`src/rtl/spird_pkg.sv`:
```
package spird_pkg;
   typedef enum logic [2:0] {
      PH_CMD,
      PH_ADDR,
      PH_DATA,
      PH_SKIP,
      PH_END
   } rd_phase_e;
endpackage

```
`src/rtl/spird_sync.sv`:
```
module spird_sync #(
   parameter int          W       = 1,
   parameter int          STAGES  = 2,
   parameter logic [W-1:0] RST_VAL = '0
) (
   input  logic         clk,
   input  logic         rst_n,
   input  logic [W-1:0] d,
   output logic [W-1:0] q
);
   localparam int CHAIN_W = W * STAGES;

   logic [CHAIN_W-1:0] chain;

   always_ff @(posedge clk or negedge rst_n) begin
      if (!rst_n) chain <= {STAGES{RST_VAL}};
      else        chain <= {chain[CHAIN_W-W-1:0], d};
   end

   assign q = chain[CHAIN_W-1 -: W];
endmodule

```
`src/rtl/spird_edge.sv`:
```
module spird_edge (
   input  logic clk,
   input  logic rst_n,
   input  logic lvl,
   output logic rise,
   output logic fall
);
   logic lvl_q;

   always_ff @(posedge clk or negedge rst_n) begin
      if (!rst_n) lvl_q <= 1'b0;
      else        lvl_q <= lvl;
   end

   assign rise = lvl & ~lvl_q;
   assign fall = ~lvl & lvl_q;
endmodule

```
`src/rtl/spird_txshift.sv`:
```
module spird_txshift #(
   parameter int WORD_W = 16
) (
   input  logic              clk,
   input  logic              rst_n,
   input  logic              clear,
   input  logic              load,
   input  logic              shift,
   input  logic [WORD_W-1:0] load_val,
   output logic              msb
);
   logic [WORD_W-1:0] sr;

   always_ff @(posedge clk or negedge rst_n) begin
      if (!rst_n)     sr <= '0;
      else if (clear) sr <= '0;
      else if (load)  sr <= load_val;
      else if (shift) sr <= {sr[WORD_W-2:0], 1'b0};
   end

   assign msb = sr[WORD_W-1];
endmodule

```
`src/rtl/spird_ctrl.sv`:
```
module spird_ctrl
   import spird_pkg::*;
#(
   parameter int         ARR_AW      = 9,
   parameter int         WORD_W      = 16,
   parameter int         BYTE_W      = 8,
   parameter int         EXT_ADDR_W  = 16,
   parameter int         BASE_ADDR_W = 8,
   parameter int         BASE_LAST   = 255,
   parameter logic [7:0] RD_OPCODE   = 8'h03
) (
   input  logic              clk,
   input  logic              rst_n,
   input  logic              ext_mode,
   input  logic              busy,
   input  logic              cs_hi,
   input  logic              sck_rise,
   input  logic              sck_fall,
   input  logic              sdi_s,
   output rd_phase_e         phase,
   output logic              tx_load,
   output logic              tx_shift,
   output logic [WORD_W-1:0] tx_val,
   output logic              sdo_oe,
   output logic              mem_rd_en,
   output logic [ARR_AW-1:0] mem_addr,
   input  logic [WORD_W-1:0] mem_rdata
);
   localparam int OP_W   = 8;
   localparam int MAXLEN = (EXT_ADDR_W > WORD_W) ? EXT_ADDR_W : WORD_W;
   localparam int CNT_W  = $clog2(MAXLEN) + 1;
   localparam int PAD_W  = WORD_W - BYTE_W;

   typedef logic [ARR_AW-1:0] ptr_t;
   typedef logic [CNT_W-1:0]  cnt_t;

   localparam cnt_t OP_LAST   = cnt_t'(OP_W - 1);
   localparam cnt_t EXT_ALAST = cnt_t'(EXT_ADDR_W - 1);
   localparam cnt_t BAS_ALAST = cnt_t'(BASE_ADDR_W - 1);
   localparam cnt_t EXT_WLAST = cnt_t'(WORD_W - 1);
   localparam cnt_t BAS_WLAST = cnt_t'(BYTE_W - 1);
   localparam ptr_t PTR_STOP  = ptr_t'(BASE_LAST);

   cnt_t                  bit_cnt;
   logic [EXT_ADDR_W-1:0] in_sr;
   logic [EXT_ADDR_W-1:0] in_next;
   ptr_t                  ptr;
   ptr_t                  ptr_inc;
   ptr_t                  start_ptr;
   logic                  rd_pend;
   logic [WORD_W-1:0]     word_buf;
   logic                  last_hit;
   cnt_t                  addr_last;
   cnt_t                  word_last;
   logic                  at_stop;
   logic                  data_fall;

   assign in_next   = {in_sr[EXT_ADDR_W-2:0], sdi_s};
   assign addr_last = ext_mode ? EXT_ALAST : BAS_ALAST;
   assign word_last = ext_mode ? EXT_WLAST : BAS_WLAST;
   assign at_stop   = !ext_mode && (ptr == PTR_STOP);
   assign ptr_inc   = ptr + 1'b1;
   assign start_ptr = ext_mode ? in_next[ARR_AW-1:0]
                               : ptr_t'(in_next[BASE_ADDR_W-1:0]);
   assign data_fall = !cs_hi && (phase == PH_DATA) && sck_fall && !last_hit;

   assign tx_load  = data_fall && (bit_cnt == '0);
   assign tx_shift = data_fall && (bit_cnt != '0);
   assign tx_val   = word_buf;

   always_ff @(posedge clk or negedge rst_n) begin
      if (!rst_n) begin
         phase     <= PH_CMD;
         bit_cnt   <= '0;
         in_sr     <= '0;
         ptr       <= '0;
         rd_pend   <= 1'b0;
         word_buf  <= '0;
         last_hit  <= 1'b0;
         sdo_oe    <= 1'b0;
         mem_rd_en <= 1'b0;
         mem_addr  <= '0;
      end else begin
         mem_rd_en <= 1'b0;
         rd_pend   <= mem_rd_en;
         if (rd_pend) begin
            word_buf <= ext_mode ? mem_rdata
                                 : {mem_rdata[BYTE_W-1:0], {PAD_W{1'b0}}};
         end
         if (cs_hi) begin
            phase    <= PH_CMD;
            bit_cnt  <= '0;
            last_hit <= 1'b0;
            sdo_oe   <= 1'b0;
         end else begin
            unique case (phase)
               PH_CMD: begin
                  if (sck_rise) begin
                     in_sr <= in_next;
                     if (bit_cnt == OP_LAST) begin
                        bit_cnt <= '0;
                        if ((in_next[OP_W-1:0] == RD_OPCODE) && !busy)
                           phase <= PH_ADDR;
                        else
                           phase <= PH_SKIP;
                     end else begin
                        bit_cnt <= bit_cnt + 1'b1;
                     end
                  end
               end
               PH_ADDR: begin
                  if (sck_rise) begin
                     in_sr <= in_next;
                     if (bit_cnt == addr_last) begin
                        bit_cnt   <= '0;
                        ptr       <= start_ptr;
                        mem_addr  <= start_ptr;
                        mem_rd_en <= 1'b1;
                        phase     <= PH_DATA;
                     end else begin
                        bit_cnt <= bit_cnt + 1'b1;
                     end
                  end
               end
               PH_DATA: begin
                  if (sck_fall) begin
                     if (last_hit) begin
                        sdo_oe <= 1'b0;
                        phase  <= PH_END;
                     end else if (bit_cnt == '0) begin
                        sdo_oe  <= 1'b1;
                        bit_cnt <= bit_cnt + 1'b1;
                     end else if (bit_cnt == word_last) begin
                        bit_cnt <= '0;
                        if (at_stop) begin
                           last_hit <= 1'b1;
                        end else begin
                           ptr       <= ptr_inc;
                           mem_addr  <= ptr_inc;
                           mem_rd_en <= 1'b1;
                        end
                     end else begin
                        bit_cnt <= bit_cnt + 1'b1;
                     end
                  end
               end
               PH_SKIP, PH_END: begin
                  bit_cnt <= '0;
               end
               default: phase <= PH_SKIP;
            endcase
         end
      end
   end
endmodule

```
`src/rtl/spi_rd_slave.sv`:
```
module spi_rd_slave #(
   parameter int         ARR_AW      = 9,
   parameter int         WORD_W      = 16,
   parameter int         BYTE_W      = 8,
   parameter int         EXT_ADDR_W  = 16,
   parameter int         BASE_ADDR_W = 8,
   parameter int         BASE_LAST   = 255,
   parameter logic [7:0] RD_OPCODE   = 8'h03,
   parameter int         SYNC_STAGES = 2
) (
   input  logic              clk,
   input  logic              rst_n,
   input  logic              ext_mode,
   input  logic              busy,
   input  logic              cs_n,
   input  logic              sck,
   input  logic              sdi,
   output logic              sdo,
   output logic              sdo_oe,
   output logic              mem_rd_en,
   output logic [ARR_AW-1:0] mem_addr,
   input  logic [WORD_W-1:0] mem_rdata
);
   import spird_pkg::*;

   localparam int PIN_W = 3;

   generate
      if (ARR_AW > EXT_ADDR_W) begin : g_bad_aw
         $error("ARR_AW must not exceed EXT_ADDR_W");
      end
      if (BASE_ADDR_W > ARR_AW) begin : g_bad_base_aw
         $error("BASE_ADDR_W must not exceed ARR_AW");
      end
      if (BASE_LAST >= (1 << BASE_ADDR_W)) begin : g_bad_last
         $error("BASE_LAST must fit in BASE_ADDR_W bits");
      end
      if (BYTE_W >= WORD_W) begin : g_bad_byte
         $error("BYTE_W must be narrower than WORD_W");
      end
      if (SYNC_STAGES < 2) begin : g_bad_sync
         $error("SYNC_STAGES must be at least 2");
      end
   endgenerate

   logic [PIN_W-1:0]  pins_s;
   logic              cs_hi;
   logic              sck_s;
   logic              sdi_s;
   logic              sck_rise;
   logic              sck_fall;
   rd_phase_e         phase;
   logic              tx_load;
   logic              tx_shift;
   logic [WORD_W-1:0] tx_val;

   spird_sync #(
      .W       (PIN_W),
      .STAGES  (SYNC_STAGES),
      .RST_VAL (3'b100)
   ) u_sync (
      .clk   (clk),
      .rst_n (rst_n),
      .d     ({cs_n, sck, sdi}),
      .q     (pins_s)
   );

   assign cs_hi = pins_s[2];
   assign sck_s = pins_s[1];
   assign sdi_s = pins_s[0];

   spird_edge u_edge (
      .clk   (clk),
      .rst_n (rst_n),
      .lvl   (sck_s),
      .rise  (sck_rise),
      .fall  (sck_fall)
   );

   spird_ctrl #(
      .ARR_AW      (ARR_AW),
      .WORD_W      (WORD_W),
      .BYTE_W      (BYTE_W),
      .EXT_ADDR_W  (EXT_ADDR_W),
      .BASE_ADDR_W (BASE_ADDR_W),
      .BASE_LAST   (BASE_LAST),
      .RD_OPCODE   (RD_OPCODE)
   ) u_ctrl (
      .clk       (clk),
      .rst_n     (rst_n),
      .ext_mode  (ext_mode),
      .busy      (busy),
      .cs_hi     (cs_hi),
      .sck_rise  (sck_rise),
      .sck_fall  (sck_fall),
      .sdi_s     (sdi_s),
      .phase     (phase),
      .tx_load   (tx_load),
      .tx_shift  (tx_shift),
      .tx_val    (tx_val),
      .sdo_oe    (sdo_oe),
      .mem_rd_en (mem_rd_en),
      .mem_addr  (mem_addr),
      .mem_rdata (mem_rdata)
   );

   spird_txshift #(
      .WORD_W (WORD_W)
   ) u_tx (
      .clk      (clk),
      .rst_n    (rst_n),
      .clear    (cs_hi),
      .load     (tx_load),
      .shift    (tx_shift),
      .load_val (tx_val),
      .msb      (sdo)
   );
endmodule

```
`config.mk`:
```
export PLATFORM = sky130hd
export DESIGN_NAME = spi_rd_slave
export DESIGN_NICKNAME = d
export VERILOG_FILES = /design/src/rtl/spird_pkg.sv /design/src/rtl/spird_sync.sv /design/src/rtl/spird_edge.sv /design/src/rtl/spird_txshift.sv /design/src/rtl/spird_ctrl.sv /design/src/rtl/spi_rd_slave.sv
export SDC_FILE = /design/constraint.sdc
export NUM_CORES = 1
export LEC_CHECK = 0
export CAP_MARGIN = 10
export CORE_MARGIN = 1
export CORE_UTILIZATION = 51
export DETAILED_ROUTE_END_ITERATION = 16
export GPL_ROUTABILITY_DRIVEN = 0
export PLACE_DENSITY = 0.85
export RECOVER_POWER = 25
export SYNTH_ARGS = -nofsm -noshare
export SYNTH_HDL_FRONTEND = slang
export SYNTH_SLANG_ARGS = --single-unit
```
`constraint.sdc`:
```
create_clock -name clk -period 2 [get_ports clk]
set_input_delay 0.4 -clock clk [delete_from_list [all_inputs] [get_ports clk]]
set_output_delay 0.4 -clock clk [all_outputs]
set_load 0.005 [all_outputs]
```
==> metrics.md, run 1 <==
| Metric | Value |
|---|---|
| GRT Resource Usage Total | `24.62%` |
| Xor/xnor share of the synthesized area | `less than 1%` |
| Via count | `approximately 2.7k` |
| Final worst-path cycle share | `105.1%` |
| Area share of the leading cell type in the synthesized netlist | `between 40% and 50%` |
| IO Port Bufs | `34` |
| Max Slew Vio Count | `0` |
| Maximum VDD drop | `688.9 uV` |
| Cell count after synthesis | `331` |
| Setup crit end kind | `register` |
| Largest family of logic cells by synthesized area | `simple AND/OR/NAND/NOR gates` |
| Fmax | `roughly 480 MHz` |
| Status | `finished, violations left` |
| DRT Pass-1 Iters | `4` |
| Starting Density | `52.60%` |
| Initial antenna violation count | `0` |
| Critical path data required time | `roughly 2.2 ns` |
| DRC errors left | `0` |
| Clk_lat worst skew | `0.35 ns` |
| Critical-path maximum fanout | `5` |
| Crit path launch | `u_ctrl.mem_addr[1]$_DFFE_PN0P_` |
| Synthesized Nets | `358` |
| Number of nets in the layout | `416` |
| Post-Syn Area | `0.003321 mm2` |
| IO Count | `35` |
| Maxcap violations | `0` |
| Switching power | `1.295 mW` |
| Post-synth top cells | `dfrtp_1, o21ai_0, mux2i_1, a21oi_1, nand3_1` |
| Setup ws final | `-0.1017 ns` |
| TritonCTS clock tree | `built` |
| Clock power frac | `29.6%` |
| Antenna diodes | `0` |
| Num CTS Buffers | `9` |
| Post-synthesis mux area share | `9.947%` |
| Comb pwr share | `29.4%` |
| Core box area | `0.006314 mm2` |
| Fillers | `465` |
| Worst hold-check path type | `reg -> reg` |
| Hold Startpoint | `u_sync.chain[1]$_DFF_PN0_` |
| Most used DFF post-synth | `dfrtp_1` |
| Fin Hold WS | `0.3537 ns` |
| Reg clk slew, reported paths | `0.07 ns` |
| Total wire length | `7784 um` |
| Synth top area cells | `dfrtp_1, mux2i_1, o21ai_0` |
| Row count | `29` |
| Final Cell Area | `0.004254 mm2` |
| Most common cell in the netlist | `dfrtp_1` |
| WL per Instance | `16.53 um` |
| Min Tclk post-route | `around 2.1 ns` |
| Critical path class | `reg -> reg` |
| Total power | `4.115 mW` |
| Register bit total from synthesis | `68` |
| Synth Area in Compound Gates | `14.92%` |
| CP Launch Type | `register` |
| Slew @ Worst Pin | `~1 ns` |
| Yosys top cell by area | `dfrtp_1` |
| First-pass GRT wire length | `12140 um` |
| RSZ-0062 raised after global routing | `true` |
| Clock skew | `0.008601 ns` |
| Setup TNS | `-0.6705 ns` |
| Internal | `2.820 mW` |
| Avg Cell Area, Syn | `10.03 um2` |
| Cell Pwr Density | `967.4 mW/mm2` |
| Final Non-Filler Cells | `471` |
| Ys Warns | `0` |
| Post-synth EDFFs | `0` |
| Die Y | `82.69 um` |
| Clock root buffer | `clkbuf_8` |
| H-tree Lvls | `3` |
| CTS sink cnt | `68` |
| Simple-Gate Fraction of Synth Area | `16.96%` |
| Area Growth Syn to Fin | `28.11%` |
| Post-synth ARST share | `100.0%` |
| Switch share | `31.47%` |
| Fin. Hold Viols | `0` |
| Fraction of layout cells with a size suffix above 1 | `20.56%` |
| Violated checks | `negative setup slack` |
| Initial DRC Count | `125` |
| Reg2reg setup slack | `-0.10 ns` |
| Crit path DAT | `2.34 ns` |
| Distinct cells, synth | `46` |
| Area post-placement | `0.003909 mm2` |
| Via density | `5.828` |
| Total grt overflow | `0` |
| Antenna-violating nets left | `0` |
| Post-DP HPWL | `4915 um` |
| Leakage power | `1.904 nW` |
| Reg2reg start | `u_ctrl.mem_addr[1]$_DFFE_PN0P_` |
| Bufs on Longest Clock Path | `2` |
| Cells after DPL | `446` |
| Die ar. | `0.006838 mm2` |
| Sequential share of power | `41.0%` |
| Die width | `82.69 um` |
| Number of global-route vias before repair | `2625` |
| Setup-failing EPs final | `9` |
| Worst slew margin | `between 30 and 40%` |
| Register area share after synthesis | `roughly half` |
| Post-Synth Adder-Cell Area | `under 10%` |
| Largest net degree at the start of global routing | `39` |
cell families after synthesis:
logic type,count (synthesis)
AO/OA/AOI/OAI,83
XOR/XNOR,2
adder cells (fa/ha/maj),4
buffers and inverters,38
flip-flops,68
multiplexers,32
AND/OR/NAND/NOR,104
metal layers:
metal	vias up	GRT usage (%)	wire, um
met5	-	0	0
met3	22	8.132	346
met2	79	40.74	4098
met1	1346	29.09	3182
li1	1298	-	-
met4	0	10.86	157
final timing paths:
path / cells past startpoint / endpoint
worst max-delay path: 10 / u_ctrl.mem_addr[3]$_DFFE_PN0P_
worst min-delay path: 0 / u_sync.chain[4]$_DFF_PN0_
worst max register to register: 10 / u_ctrl.mem_addr[3]$_DFFE_PN0P_
worst min register to register: 0 / u_sync.chain[4]$_DFF_PN0_
max in group asynchronous: 3 / u_sync.chain[2]$_DFF_PN1_
min in group asynchronous: 2 / u_tx.sr[15]$_DFFE_PN0P_
worst max-delay path, cell delays in order (launching register included):
cell and delay, ns:
dfrtp_1 0.39, ha_2 0.19, and3_4 0.15, and3_4 0.14, and3_4 0.19, ha_4 0.16
inv_2 0.06, o2111ai_4 0.15, a21oi_4 0.25, o21ai_1 0.10, a22o_1 0.21
sequential cells by signal (all words and copies together), names as in the netlist:
register / count
u_tx.sr: 16
u_sync.chain: 6
u_ctrl.rd_pend: 1
u_ctrl.phase: 3
u_ctrl.tx_val: 16
u_ctrl.bit_cnt: 5
u_ctrl.last_hit: 1
u_edge.lvl_q: 1
u_ctrl.in_sr: 8
u_ctrl.mem_rd_en: 1
u_ctrl.mem_addr: 9
u_ctrl.sdo_oe: 1
final cells by class:
cell class / instances / area (um2) / area share [%]
clock buffers: 13 / 178.9 / 4.206
clock inverters: 3 / 42.54 / 1.000
inverters: 19 / 71.32 / 1.676
multi-input cells: 226 / 1573 / 36.97
flip-flops and latches: 68 / 1704 / 40.06
well taps: 77 / 96.34 / 2.265
repair buffers: 65 / 588.1 / 13.82
power groups by stage:
stage / Combinational, mW / Sequential [mW] / Clock, mW
after detailed placement: 1.17 / 1.71 / 0
after CTS: 1.20 / 1.68 / 1.24
after global routing: 1.32 / 1.71 / 1.30
after floorplan: 0.836 / 1.66 / 0
final: 1.21 / 1.69 / 1.22
after global placement: 1.14 / 1.70 / 0
timing repair:
action / CTS / global route
setup endpoints to repair: 10 / 14
buffers inserted: 5 / 1
endpoints found under the hold margin: 17 / 0
gates resized for setup: 9 / 9
hold buffers: 1 / 0
cloned: 2 / 0
pin swaps: 5 / 1
metrics by stage:
stage	worst slack, ns	utilization [%]
finish	-0.1017	67.38
global route	-0.1965	67.38
CTS	-0.07484	67.04
detailed placement	-0.2327	61.91
global placement	-0.1054	61.91
floorplan	-0.08872	-
placed cells by master (no fill, tap or decap), drive strengths merged, types with 4 or more instances in the layout:
cell and instances:
ha 4, nand3 21, clkbuf 14, mux2i 24, nor3 4, o21ai 38, nand2 19, nand2b 4
buf 30, dfrtp 66, nor2 19, a21oi 23, nand3b 17, and3 5, dlygate4sd3 4, clkdlybuf4s50 29
mux2 8, inv 19
(Power assumes the default switching activity.)
==> run 2, diff against run 1 <==
- CORE_UTILIZATION: 51 -> 53
- CTS_BUF_LIST: default -> sky130_fd_sc_hd__clkbuf_2 sky130_fd_sc_hd__clkbuf_4 sky130_fd_sc_hd__clkbuf_8
- PLACE_DENSITY: 0.85 -> 0.87
==> metrics.md, run 2 (same netlist as run 1, synthesis figures left out) <==
| Metric | Value |
|---|---|
| Setup crit end kind | `register` |
| Crit path DAT | `2.41 ns` |
| Total power | `3.948 mW` |
| Critical path class | `reg -> reg` |
| DRC errors left | `0` |
| Critical path data required time | `2.23 ns` |
| WL per Instance | `about 16 um` |
| Starting Density | `55.43%` |
| Worst hold-check path type | `reg -> reg` |
| Final worst-path cycle share | `109.0%` |
| Die width | `81.16 um` |
| Number of nets in the layout | `around 420` |
| Final Util | `69.95%` |
| Area Growth Syn to Fin | `26.19%` |
| Leakage power | `approximately 1.9 nW` |
| Worst hold path stage count | `0` |
| Slowest cell on the critical path | `dfrtp_1` |
| Reg-to-reg endpoint | `u_ctrl.mem_addr[3]$_DFFE_PN0P_` |
| Initial antenna violation count | `0` |
| Clock skew | `0.008671 ns` |
| CP max stage delay | `0.40 ns` |
| Commonest non-fill, non-tap cell in the layout | `dfrtp_1` |
| Antenna diodes | `0` |
| FF-to-FF path depth | `10` |
| CP Launch Type | `register` |
| Crit-path cells | `ha_2 -> and3_4 -> and3_4 -> and3_4 -> ha_4 -> inv_4 -> o2111ai_4 -> a21oi_4 -> o21ai_1 -> a22o_1` |
| Total wire length | `7385 um` |
| Violated checks | `max-capacitance violations, max-slew violations, negative setup slack` |
| Row count | `28` |
| Setup-failing EPs final | `10` |
| Critical-path maximum fanout | `6` |
| CTS sink cnt | `68` |
| RSZ-0062 raised after global routing | `true` |
| Reg clk slew, reported paths | `0.07 ns` |
| H-tree Lvls | `3` |
| Clock root buffer | `clkbuf_8` |
| Maximum VDD drop | `805.0 uV` |
| Die ar. | `0.006586 mm2` |
| Worst path most repeated cell | `and3_4` |
| Post-Route M1 WL | `3052 um` |
| Core box area | `0.005991 mm2` |
| Maxcap violations | `1` |
| Worst slew margin | `-8.182%` |
| Fillers | `435` |
| IO Port Bufs | `34` |
| Highest metal layer with signal wires | `met4` |
| DRT Pass-1 Iters | `4` |
| Total grt overflow | `0` |
| Post-DP HPWL | `~4800 um` |
| First-pass GRT wire length | `11870 um` |
| Status | `finished, violations left` |
| Met3 WL post-DR | `428 um` |
| Bufs on Longest Clock Path | `2` |
| Max Slew Vio Count | `69` |
| Fmax | `458.8 MHz` |
| Reg2reg start | `u_ctrl.mem_addr[1]$_DFFE_PN0P_` |
| Most frequent cells in the layout | `dfrtp_1, o21ai_0, clkdlybuf4s50_1` |
| Fraction of layout cells with a size suffix above 1 | `20.41%` |
| Fin Hold WS | `between 0.3 and 0.4 ns` |
| IO Count | `35` |
| Min Tclk post-route | `roughly 2.2 ns` |
| Largest net degree at the start of global routing | `69` |
| Worst path top cell family by delay | `compound AO/OA/AOI/OAI gates` |
| Met2 WL | `3808 um` |
| Die Y | `81.16 um` |
| Clk_lat worst skew | `~0.35 ns` |
| GRT Resource Usage Total | `24.55%` |
| Fin. Hold Viols | `0` |
| Reg2reg setup slack | `-0.18 ns` |
| Num CTS Buffers | `9` |
| Number of global-route vias before repair | `2622` |
| Via density | `5.955` |
| Cell Pwr Density | `approximately 940 mW/mm2` |
| TritonCTS clock tree | `built` |
| Instance count on the critical path | `10` |
| Via count | `2781` |
| Hold endpoint | `u_sync.chain[4]$_DFF_PN0_` |
| Hold Startpoint | `u_sync.chain[1]$_DFF_PN0_` |
| Setup ws final | `-0.1797 ns` |
| CP bufs+invs | `1` |
| Slew @ Worst Pin | `1.623 ns` |
| Initial DRC Count | `123` |
| Antenna-violating nets left | `0` |
[run 2: power breakdown]
group | total [mW] | switching, mW | internal [mW]
Combinational | 1.13 | 0.612 | 0.522
Clock | 1.13 | 0.487 | 0.642
Sequential | 1.69 | 0.150 | 1.54
[run 2: through the flow]
stage	worst slack [ns]	instance area (um2)	std cells	setup TNS, ns
2_1_floorplan	-0.08872	3362	331	-0.3312
3_3_place_gp	-0.1445	3901	445	-0.8596
3_5_place_dp	-0.2228	3901	445	-1.560
4_1_cts	-0.08419	4149	463	-0.4509
5_1_grt	-0.2439	4190	467	-1.964
6_report	-0.1797	4190	467	-1.347
[run 2: final cells by class]
type	count	area [um2]	area share, %
Multi-Input combinational cell	226	1554	37.09
Clock buffer	12	158.9	3.792
Timing Repair Buffer	65	570.5	13.62
Clock inverter	2	35.03	0.8361
Inverter	19	73.82	1.762
Sequential cell	68	1704	40.67
Tap cell	75	93.84	2.239
[run 2: worst register-to-register path, cell delays in order, from the launching register on]
cell and delay [ns]:
dfrtp_1 0.40, ha_2 0.20, and3_4 0.14, and3_4 0.15
and3_4 0.19, ha_4 0.16, inv_4 0.05, o2111ai_4 0.14
a21oi_4 0.32, o21ai_1 0.12, a22o_1 0.21
[run 2: routing by layer]
metal | GRT usage, % | up-vias
met2 | 40.34 | 83
met3 | 8.539 | 14
met1 | 29.30 | 1387
li1 | - | 1297
met5 | 0 | -
met4 | 10.18 | 0
[run 2: worst max path at each step]
stage                                   startpoint                             end  slack (ns)
floorplan           u_ctrl.mem_addr[0]$_DFFE_PN0P_  u_ctrl.mem_addr[3]$_DFFE_PN0P_       -0.09
global placement    u_ctrl.mem_addr[1]$_DFFE_PN0P_  u_ctrl.mem_addr[5]$_DFFE_PN0P_       -0.14
detailed placement  u_ctrl.mem_addr[1]$_DFFE_PN0P_  u_ctrl.mem_addr[4]$_DFFE_PN0P_       -0.22
CTS                 u_ctrl.mem_addr[1]$_DFFE_PN0P_  u_ctrl.mem_addr[3]$_DFFE_PN0P_       -0.08
global route        u_ctrl.mem_addr[1]$_DFFE_PN0P_  u_ctrl.mem_addr[3]$_DFFE_PN0P_       -0.24
finish              u_ctrl.mem_addr[1]$_DFFE_PN0P_  u_ctrl.mem_addr[3]$_DFFE_PN0P_       -0.18
[run 2: what timing repair did]
action / CTS / global route
setup buffers: 3 / 3
hold buffers: 0 / 0
gates resized for setup: 4 / 10
setup endpoints to repair: 10 / 12
gates cloned: 1 / 1
pin swaps: 2 / 2
endpoints found under the hold margin: 0 / 0
==> run 3, diff against run 2 <==
- CORE_UTILIZATION: 53 -> 59
- PLACE_DENSITY: 0.87 -> 0.92
- clock period: 2 -> 2.3 ns (I/O delays scaled with it)
==> metrics.md, run 3 (same netlist as run 1, synthesis figures left out) <==
| Metric | Value |
|---|---|
| Die width | `77.02 um` |
| Post-DP HPWL | `a little under 5000 um` |
| Min Tclk post-route | `2.227 ns` |
| Final Cell Area | `0.003996 mm2` |
| DRT Pass-1 Iters | `5` |
| Worst hold-check path type | `in -> async` |
| Final worst-path cycle share | `96.80%` |
| Cell Pwr Density | `between 800 and 900 mW/mm2` |
| Leakage power | `1.789 nW` |
| CTS sink cnt | `between 60 and 70` |
| Area Growth Syn to Fin | `20.35%` |
| Antenna diodes | `0` |
| Sequential share of power | `roughly 44%` |
| Status | `finished, final reports clean` |
| Setup crit end kind | `register` |
| Max Slew Vio Count | `0` |
| Internal | `~2.3 mW` |
| Critical-path maximum fanout | `5` |
| Setup-failing EPs final | `0` |
| Total power | `3.400 mW` |
| Clock skew | `0.009004 ns` |
| Total wire length | `7426 um` |
| Clock root buffer | `clkbuf_8` |
| Clk_lat worst skew | `0.35 ns` |
| DRC errors left | `0` |
| Number of nets in the layout | `400` |
| Core box area | `0.005270 mm2` |
| Initial antenna violation count | `0` |
| Worst slew margin | `between 20% and 30%` |
| Setup ws final | `around 0.073 ns` |
| Fillers | `approximately 360` |
| Commonest non-fill, non-tap cell in the layout | `dfrtp_1` |
| Crit path DAT | `between 2 and 2.5 ns` |
| IO Count | `35` |
| Slew @ Worst Pin | `1.141 ns` |
| Via density | `6.007` |
| First-pass GRT wire length | `between 10000 and 15000 um` |
| Clock power frac | `about 29%` |
| Fraction of layout cells with a size suffix above 1 | `about 14%` |
| Switching power | `1.085 mW` |
| H-tree Lvls | `3` |
| Row count | `26` |
| Critical path data required time | `about 2.5 ns` |
| Antenna-violating nets left | `0` |
| Critical path class | `reg -> reg` |
| Comb pwr share | `27.0%` |
| Worst slack at placement | `about 0.016 ns` |
| Num CTS Buffers | `9` |
| WL per Instance | `16.58 um` |
| Number of global-route vias before repair | `between 2k and 3k` |
| Switch share | `31.92%` |
| IO Port Bufs | `34` |
| Fin. Hold Viols | `0` |
| Via count | `2691` |
| TritonCTS clock tree | `built` |
| Bufs on Longest Clock Path | `2` |
| Cts hold-fix bufs | `0` |
| Fmax | `449.1 MHz` |
| Die ar. | `0.005932 mm2` |
| Area post-placement | `0.003779 mm2` |
| Maxcap violations | `0` |
| Maximum VDD drop | `861.5 uV` |
| Die Y | `77.02 um` |
| Starting Density | `63.01%` |
| CP Launch Type | `register` |
| Initial DRC Count | `256` |
| GRT Resource Usage Total | `25.82%` |
| Most frequent cells in the layout | `dfrtp_1, o21ai_0, clkdlybuf4s50_1` |
| Reg clk slew, reported paths | `0.07 ns` |
| Largest net degree at the start of global routing | `33` |
| Total grt overflow | `0` |
[run 3: power groups by stage]
| stage | Clock, mW | Combinational (mW) | Sequential (mW) |
|---|---|---|---|
| 2_1_floorplan | 0 | 0.720 | 1.44 |
| 3_5_place_dp | 0 | 0.907 | 1.52 |
| 6_report | 0.977 | 0.918 | 1.50 |
| 3_3_place_gp | 0 | 0.875 | 1.51 |
| 5_1_grt | 1.05 | 0.998 | 1.52 |
| 4_1_cts | 0.991 | 0.921 | 1.50 |
[run 3: through the flow]
step / hold WS (ns) / instances / utilization (%) / TNS (ns)
2_1_floorplan: 0.1644 / 331 / - / 0
3_3_place_gp: 0.3316 / 430 / 71.70 / 0
3_5_place_dp: 0.3355 / 430 / 71.70 / 0
4_1_cts: 0.07814 / 446 / 75.38 / 0
5_1_grt: 0.3612 / 448 / 75.83 / -0.02171
6_report: 0.3121 / 448 / 75.83 / 0
[run 3: worst max-delay path: stages, from the launching register on]
cell and delay, ns:
dfrtp_1 0.39, ha_2 0.20, and3_4 0.15, and3_4 0.18, and3_1 0.18, ha_1 0.20, inv_2 0.08, o2111ai_4 0.14
a21oi_4 0.26, o21ai_1 0.10, a22o_1 0.24
[run 3: worst paths after layout]
check	slack (ns)	endpoint	startpoint	depth (start not counted)
worst max-delay path	0.07	u_ctrl.mem_addr[3]$_DFFE_PN0P_	u_ctrl.mem_addr[0]$_DFFE_PN0P_	10
worst min-delay path	0.31	u_ctrl.tx_val[15]$_DFFE_PN0P_	rst_n	1
worst max register to register	0.07	u_ctrl.mem_addr[3]$_DFFE_PN0P_	u_ctrl.mem_addr[0]$_DFFE_PN0P_	10
worst min register to register	0.36	u_sync.chain[4]$_DFF_PN0_	u_sync.chain[1]$_DFF_PN0_	0
max in group asynchronous	0.47	u_ctrl.mem_addr[0]$_DFFE_PN0P_	rst_n	3
min in group clk	0.36	u_sync.chain[4]$_DFF_PN0_	u_sync.chain[1]$_DFF_PN0_	0
[run 3: final cells by class]
| class | count | area (um2) | share of cell area, % |
|---|---|---|---|
| sequential | 68 | 1704 | 42.64 |
| multi-input combinational | 226 | 1495 | 37.41 |
| timing repair buffer | 49 | 444.2 | 11.11 |
| clock buffer | 13 | 153.9 | 3.851 |
| tap | 70 | 87.58 | 2.192 |
| inverter | 19 | 71.32 | 1.785 |
| clock inverter | 3 | 40.04 | 1.002 |
[run 3: per-layer routing]
metal / global-route usage (%) / part of all wire (%) / up-vias
met1: 32.30 / 43 / 1306
li1: - / - / 1266
met3: 7.857 / 5.0 / 18
met2: 42.59 / 50 / 101
met4: 8.868 / 2.1 / 0
met5: 0 / 0 / -
[run 3: what timing repair did]
action | CTS | global route
hold endpoints to repair | 0 | 0
endpoints found under the setup margin | 0 | 9
gates resized for setup | 0 | 5
setup buffers | 0 | 1
